`config.mk`:
```
export PLATFORM = sky130hd
export DESIGN_NAME = adc_seq_ctrl
export DESIGN_NICKNAME = d
export VERILOG_FILES = /design/src/rtl/adc_seq_pkg.sv /design/src/rtl/adc_trig_sel.sv /design/src/rtl/adc_samp_timer.sv /design/src/rtl/adc_res_fmt.sv /design/src/rtl/adc_seq_ctrl.sv
export SDC_FILE = /design/constraint.sdc
export NUM_CORES = 1
export LEC_CHECK = 0
export BUFFER_PORTS_ARGS = -buffer_cell sky130_fd_sc_hd__buf_2
export CAP_MARGIN = 5
export CORE_MARGIN = 3
export CORE_UTILIZATION = 55
export CTS_BUF_LIST = sky130_fd_sc_hd__clkbuf_8
export DETAILED_ROUTE_END_ITERATION = 7
export PLACE_DENSITY = 0.88
export SLEW_MARGIN = 20
export SYNTH_ARGS = -nofsm -noshare
export SYNTH_HDL_FRONTEND = slang
export SYNTH_SLANG_ARGS = --single-unit
```
`constraint.sdc`:
```
create_clock -name clk -period 4.3 [get_ports clk]
set_input_delay 0.645 -clock clk [delete_from_list [all_inputs] [get_ports clk]]
set_output_delay 0.645 -clock clk [all_outputs]
set_load 0.05 [all_outputs]
```
`src/rtl/adc_seq_pkg.sv`:
```
package adc_seq_pkg;

    localparam int WORD_W = 16;
    localparam int EVT_W  = 10;

    localparam logic [3:0] TRG_SOFT    = 4'd0;
    localparam logic [3:0] TRG_TMR_RUN = 4'd5;
    localparam logic [3:0] TRG_TMR_SLP = 4'd6;
    localparam logic [3:0] TRG_AUTO    = 4'd7;
    localparam logic [3:0] TRG_RSV_LO  = 4'd13;

    typedef struct packed {
        logic       en;
        logic       idle_stop;
        logic       mode12;
        logic [1:0] form;
        logic [3:0] trsel;
        logic       asam;
    } ctl_t;

    typedef struct packed {
        ctl_t              ctl;
        logic              sample;
        logic              done;
        logic              busy;
        logic              start;
        logic [WORD_W-1:0] result;
    } seq_state_t;

endpackage

```
`src/rtl/adc_trig_sel.sv`:
```
module adc_trig_sel
    import adc_seq_pkg::*;
(
    input  logic [3:0]       sel,
    input  logic [EVT_W-1:0] evt,
    input  logic             sleep,
    input  logic             auto_expire,
    output logic             fire
);

    always_comb begin
        unique case (sel)
            4'd1:        fire = evt[0];
            4'd2:        fire = evt[1];
            4'd3:        fire = evt[2];
            4'd4:        fire = evt[3];
            TRG_TMR_RUN: fire = evt[4] & ~sleep;
            TRG_TMR_SLP: fire = evt[4] & sleep;
            TRG_AUTO:    fire = auto_expire;
            4'd8:        fire = evt[5];
            4'd9:        fire = evt[6];
            4'd10:       fire = evt[7];
            4'd11:       fire = evt[8];
            4'd12:       fire = evt[9];
            default:     fire = 1'b0;
        endcase
    end

endmodule

```
`src/rtl/adc_samp_timer.sv`:
```
module adc_samp_timer #(
    parameter int SAMPLE_CLKS = 8
) (
    input  logic clk,
    input  logic rst_n,
    input  logic run,
    input  logic clear,
    output logic expire
);

    localparam int CW = (SAMPLE_CLKS > 1) ? $clog2(SAMPLE_CLKS) : 1;
    localparam logic [CW-1:0] LAST = CW'(SAMPLE_CLKS - 1);

    logic [CW-1:0] cnt_d, cnt_q;

    assign expire = run && (cnt_q == LAST);

    always_comb begin
        cnt_d = cnt_q;
        if (clear)
            cnt_d = '0;
        else if (run)
            cnt_d = (cnt_q == LAST) ? '0 : cnt_q + 1'b1;
    end

    always_ff @(posedge clk or negedge rst_n) begin
        if (!rst_n)
            cnt_q <= '0;
        else
            cnt_q <= cnt_d;
    end

    assert_cnt_bound_R7: assert property (@(posedge clk) disable iff (!rst_n)
        cnt_q <= LAST);

    assert_cnt_clear_R7: assert property (@(posedge clk) disable iff (!rst_n)
        clear |=> (cnt_q == '0));

endmodule

```
`src/rtl/adc_res_fmt.sv`:
```
module adc_res_fmt #(
    parameter int RAW_W  = 12,
    parameter int WORD_W = 16
) (
    input  logic [RAW_W-1:0]  raw,
    input  logic              mode12,
    input  logic [1:0]        form,
    output logic [WORD_W-1:0] word
);

    localparam int NARROW = RAW_W - 2;
    localparam logic [WORD_W-1:0] HALF_W = WORD_W'(1) << (RAW_W - 1);
    localparam logic [WORD_W-1:0] HALF_N = WORD_W'(1) << (NARROW - 1);

    logic [WORD_W-1:0] ext, off, half;
    logic [4:0]        shamt;

    always_comb begin
        ext   = mode12 ? WORD_W'(raw) : WORD_W'(raw[NARROW-1:0]);
        half  = mode12 ? HALF_W : HALF_N;
        shamt = mode12 ? 5'(WORD_W - RAW_W) : 5'(WORD_W - NARROW);
        off   = ext - half;
        unique case (form)
            2'b00: word = ext;
            2'b01: word = off;
            2'b10: word = ext << shamt;
            default: word = off << shamt;
        endcase
    end

endmodule

```
`src/rtl/adc_seq_ctrl.sv`:
```
module adc_seq_ctrl
    import adc_seq_pkg::*;
#(
    parameter int RAW_W       = 12,
    parameter int SAMPLE_CLKS = 8
) (
    input  logic              clk,
    input  logic              rst_n,
    input  logic              wr_en,
    input  logic [WORD_W-1:0] wr_data,
    output logic [WORD_W-1:0] rd_data,
    input  logic              pwr_idle,
    input  logic              pwr_sleep,
    input  logic [EVT_W-1:0]  evt_in,
    input  logic              conv_done,
    input  logic [RAW_W-1:0]  raw_result,
    output logic              sample_en,
    output logic              conv_start,
    output logic [WORD_W-1:0] result
);

    seq_state_t        q, d;
    logic              suspend, active, trig_fire, auto_expire;
    logic              tmr_run, tmr_clear, start;
    logic [WORD_W-1:0] fmt_word;
    logic              unused_wr_bits;

    assign unused_wr_bits = ^{wr_data[14], wr_data[12:11], wr_data[3]};

    assign suspend   = pwr_idle && q.ctl.idle_stop;
    assign active    = q.ctl.en && !suspend;
    assign tmr_run   = q.sample && active && !q.busy && (q.ctl.trsel == TRG_AUTO);
    assign tmr_clear = !q.sample;

    adc_samp_timer #(.SAMPLE_CLKS(SAMPLE_CLKS)) u_timer (
        .clk    (clk),
        .rst_n  (rst_n),
        .run    (tmr_run),
        .clear  (tmr_clear),
        .expire (auto_expire)
    );

    adc_trig_sel u_trig (
        .sel         (q.ctl.trsel),
        .evt         (evt_in),
        .sleep       (pwr_sleep),
        .auto_expire (auto_expire),
        .fire        (trig_fire)
    );

    adc_res_fmt #(.RAW_W(RAW_W), .WORD_W(WORD_W)) u_fmt (
        .raw    (raw_result),
        .mode12 (q.ctl.mode12),
        .form   (q.ctl.form),
        .word   (fmt_word)
    );

    always_comb begin
        d       = q;
        d.start = 1'b0;
        start   = 1'b0;

        if (wr_en) begin
            d.ctl.en        = wr_data[15];
            d.ctl.idle_stop = wr_data[13];
            d.ctl.mode12    = wr_data[10];
            d.ctl.form      = wr_data[9:8];
            d.ctl.trsel     = wr_data[7:4];
            d.ctl.asam      = wr_data[2];
            d.sample        = wr_data[1];
            if (!wr_data[0])
                d.done = 1'b0;
            if (q.sample && !wr_data[1] && (q.ctl.trsel == TRG_SOFT) && active && !q.busy)
                start = 1'b1;
        end

        if (q.sample && active && !q.busy && trig_fire)
            start = 1'b1;

        if (start) begin
            d.sample = 1'b0;
            d.start  = 1'b1;
            d.busy   = 1'b1;
        end

        if (q.busy && conv_done) begin
            d.busy   = 1'b0;
            d.done   = 1'b1;
            d.result = fmt_word;
            if (q.ctl.asam)
                d.sample = 1'b1;
        end

        if (!d.ctl.en) begin
            d.sample = 1'b0;
            d.busy   = 1'b0;
        end
    end

    always_ff @(posedge clk or negedge rst_n) begin
        if (!rst_n)
            q <= '0;
        else
            q <= d;
    end

    assign rd_data    = {q.ctl.en, 1'b0, q.ctl.idle_stop, 2'b00, q.ctl.mode12, q.ctl.form,
                         q.ctl.trsel, 1'b0, q.ctl.asam, q.sample, q.done};
    assign sample_en  = q.sample && !suspend;
    assign conv_start = q.start;
    assign result     = q.result;

    assert_start_pulse_R6: assert property (@(posedge clk) disable iff (!rst_n)
        q.start |=> !q.start);

    assert_start_ends_sample_R6: assert property (@(posedge clk) disable iff (!rst_n)
        q.start |-> !q.sample);

    assert_start_needs_en_R2: assert property (@(posedge clk) disable iff (!rst_n)
        q.start |-> $past(q.ctl.en));

    assert_done_cause_R10: assert property (@(posedge clk) disable iff (!rst_n)
        $rose(q.done) |-> $past(conv_done && q.busy));

    assert_reserved_silent_R9: assert property (@(posedge clk) disable iff (!rst_n)
        (q.ctl.trsel >= TRG_RSV_LO && !wr_en && !q.busy) |=> !q.start);

    assert_narrow_top_zero_R4: assert property (@(posedge clk) disable iff (!rst_n)
        (q.busy && conv_done && !q.ctl.mode12 && q.ctl.form == 2'b00)
            |=> (q.result[15:10] == '0));

endmodule

```
==> flow_summary.yaml <==
status:
  outcome: "finished, final reports clean"
worst_setup_path:
  timing.critical_path.buf_inv: 2
  cp_max_fo: 16
  critPathKind: "flip-flop to flip-flop"
  worstPathCellList: "inv_2 > ha_1 > ha_1 > inv_1 > ha_1 > mux4_2 > a21oi_1 > o21ai_0"
  critPathSlowestCell: "dfrtp_1"
  arrival_ns: 2.54
  rr_startpoint: "rd_data[10]"
  start_kind: "flip-flop"
  crit_top_cell: "ha_1"
  cpLargestDelayFamily: "flip-flops"
  crit_start: "rd_data[10]"
  crit_path_end_kind: "flip-flop"
  cp_slowest_stage_delay_ns: 0.73
  worstPathRequired_ns: 4.44
drt:
  drtIter0Drc: 112
  ant_nets: 0
  dr.pass1.iters: 4
  finalWirelength_um: 4270
  wl_per_cell_um: 13.9
  drcViolationCount: 0
  vias_per_cell: 5.32
  routed-via-count: 1639
sta:
  period_share: 0.559
  final_hold_viol_count: 0
  worst_slew_pin_slew_ns: 0.794
  post-route-min-period_ns: 2.40
  fmax_mhz: 416
  finalSetupTns_ns: 0
  rsz0062_at_grt: "no"
  relSlewSlack: 0.469
  skew_ns: 0.00853
  worst_slack_ns: 1.90
  maxSlewViolCount: 0
  setup_viol: 0
placement:
  portBuffers: 69
  place_ws_ns: 1.92
  hpwl_um: 3230
  place_congestion: 0.761
clock_network:
  holdBufCountCts: 0
  cts-root-buf: "clkbuf_8"
  cts_tree: "built"
  cts_resized: 0
  cts_htree_levels: 2
  clk_pin_slew_worst_paths_ns: 0.07
  cts-buffers-inserted: 5
  clockBufferDepth: 2
  post-cts-setup-buffers: 0
  cts.sinks: 33
  clock_latency_ns: 0.29
floorplanning:
  dieArea_sq_um: 4520
  coreArea_sq_um: 3470
  row_count: 21
  initial_utilization: 0.594
  die_width_um: 67.2
  pin_count: 78
  chipHeight_um: 67.2
grt:
  grt_pass1_vias: 1541
  grt.total_usage: 0.207
  antenna_found_initial: 0
  grt_overflow: 0
  grt_max_degree: 34
  grt_pass1_wl_um: 7000
synthesis:
  ys_ff_latch: 33
  syn_avg_cell_area_sq_um: 9.16
  synth_edf_count: 0
  synth_top_flop_cell: "dfrtp_1"
  yosys-top-cells-area: "dfrtp_1 (40%), buf_4 (12%), nand2_1 (6.7%)"
  synth_seq_area_share: 0.401
  syn_inst: 225
  async_reset_ff_frac: 1.00
  ys_warn_count: 0
  yosysUniqueCellTypes: 39
  yosys.area.top_type: "dfrtp_1"
  synth_area_sq_um: 2060
  synth_top_area_share: 0.401
final_layout:
  post-route-util: 0.661
  areaGrowthSynthToFinish_pct: 11.3
  drive_above_1_share: 0.344
  final_common_cell: "buf_2"
  diodes: 0
  nNetsFinal: 310
  layout_common_cells: "buf_2 (69), nand2_1 (37), dfrtp_1 (33)"
  nFillCells: 304
pwr:
  pwr_density_cell_nw_per_um2: 521
  p_leak_nw: 1.22
  ir_worst_vdd_mv: 0.292
min_path:
  hold_class: "primary input to async pin"
job:
  maxCapViolations: 0
## sequential cells by signal, indices dropped and copies added (netlist names)
signal,cells
conv_start,1
u_timer.cnt_q,3
result,16
q,1
rd_data,12
## report_power, final
group          switching, W  internal (W)
combinational      0.000348      0.000122
sequential        0.0000510      0.000375
clock              0.000111      0.000186
## worst register-to-register path: stages, from the launching register on
cell     delay, ns
dfrtp_1       0.73
inv_2         0.14
ha_1          0.24
ha_1          0.19
inv_1         0.06
ha_1          0.22
mux4_2        0.45
a21oi_1       0.15
o21ai_0       0.08
## logic make-up (layout without fill, tap and decap cells)
family                     after synthesis  after routing  share of synthesized area
other                                    1              4                    0.00182
muxes                                   23             23                      0.127
DFF                                     33             33                      0.401
AOI/OAI and AO/OA                       49             49                      0.140
buffers and inverters                   54             88                      0.165
and+or+nand+nor                         60             60                      0.136
adders and majority gates                5              5                     0.0304
## worst paths after layout
path / to / slack (ns) / cells after the start
hold / removal: result[1] / 0.40 / 1
min in group clk: result[8] / 0.47 / 2
hold reg to reg: result[8] / 0.47 / 2
setup / recovery: result[15] / 1.90 / 8
setup reg to reg: result[15] / 1.90 / 8
max in group asynchronous: result[10] / 3.44 / 1
## synth_stat cells (all sizes together), types with 2 or more instances
cell and n:
o21ai 25, nand3b 3, nor2b 2, a21oi 12
ha 5, clkbuf 7, nand2b 2, o211ai 2
a2bb2oi 2, dfrtp 33, mux2 9, inv 11
mux2i 13, and2 2, nor2 6, nand2 37
buf 36, and3 2
## metrics by stage
stage | cells | area [sq um] | hold WS, ns | power (W)
after floorplan | 228 | 2070 | 0.349 | 0.000879
after detailed placement | 300 | 2180 | 0.467 | 0.000904
final | 308 | 2290 | 0.399 | 0.00119
after CTS | 308 | 2290 | 0.427 | 0.00120
after global placement | 300 | 2180 | 0.458 | 0.000891
after global routing | 308 | 2290 | 0.469 | 0.00126
## final cells by class
type	instances	area, sq um	area share
clock buffers	6	82.6	0.0360
clock inverters	2	33.8	0.0147
inverters	11	41.3	0.0180
multi-input cells	141	907	0.396
flip-flops and latches	33	826	0.360
well taps	46	57.6	0.0251
repair buffers	69	345	0.151
## per-layer routing
metal  wire, um  track usage  up-vias  share of wire
met1       1800        0.269      763           0.42
met2       2010        0.323       71           0.47
met4         97       0.0937        0          0.023
li1           -            -      796              -
met3        356       0.0532        9          0.083
met5          0            0        -              0
(Power assumes the default switching activity.)
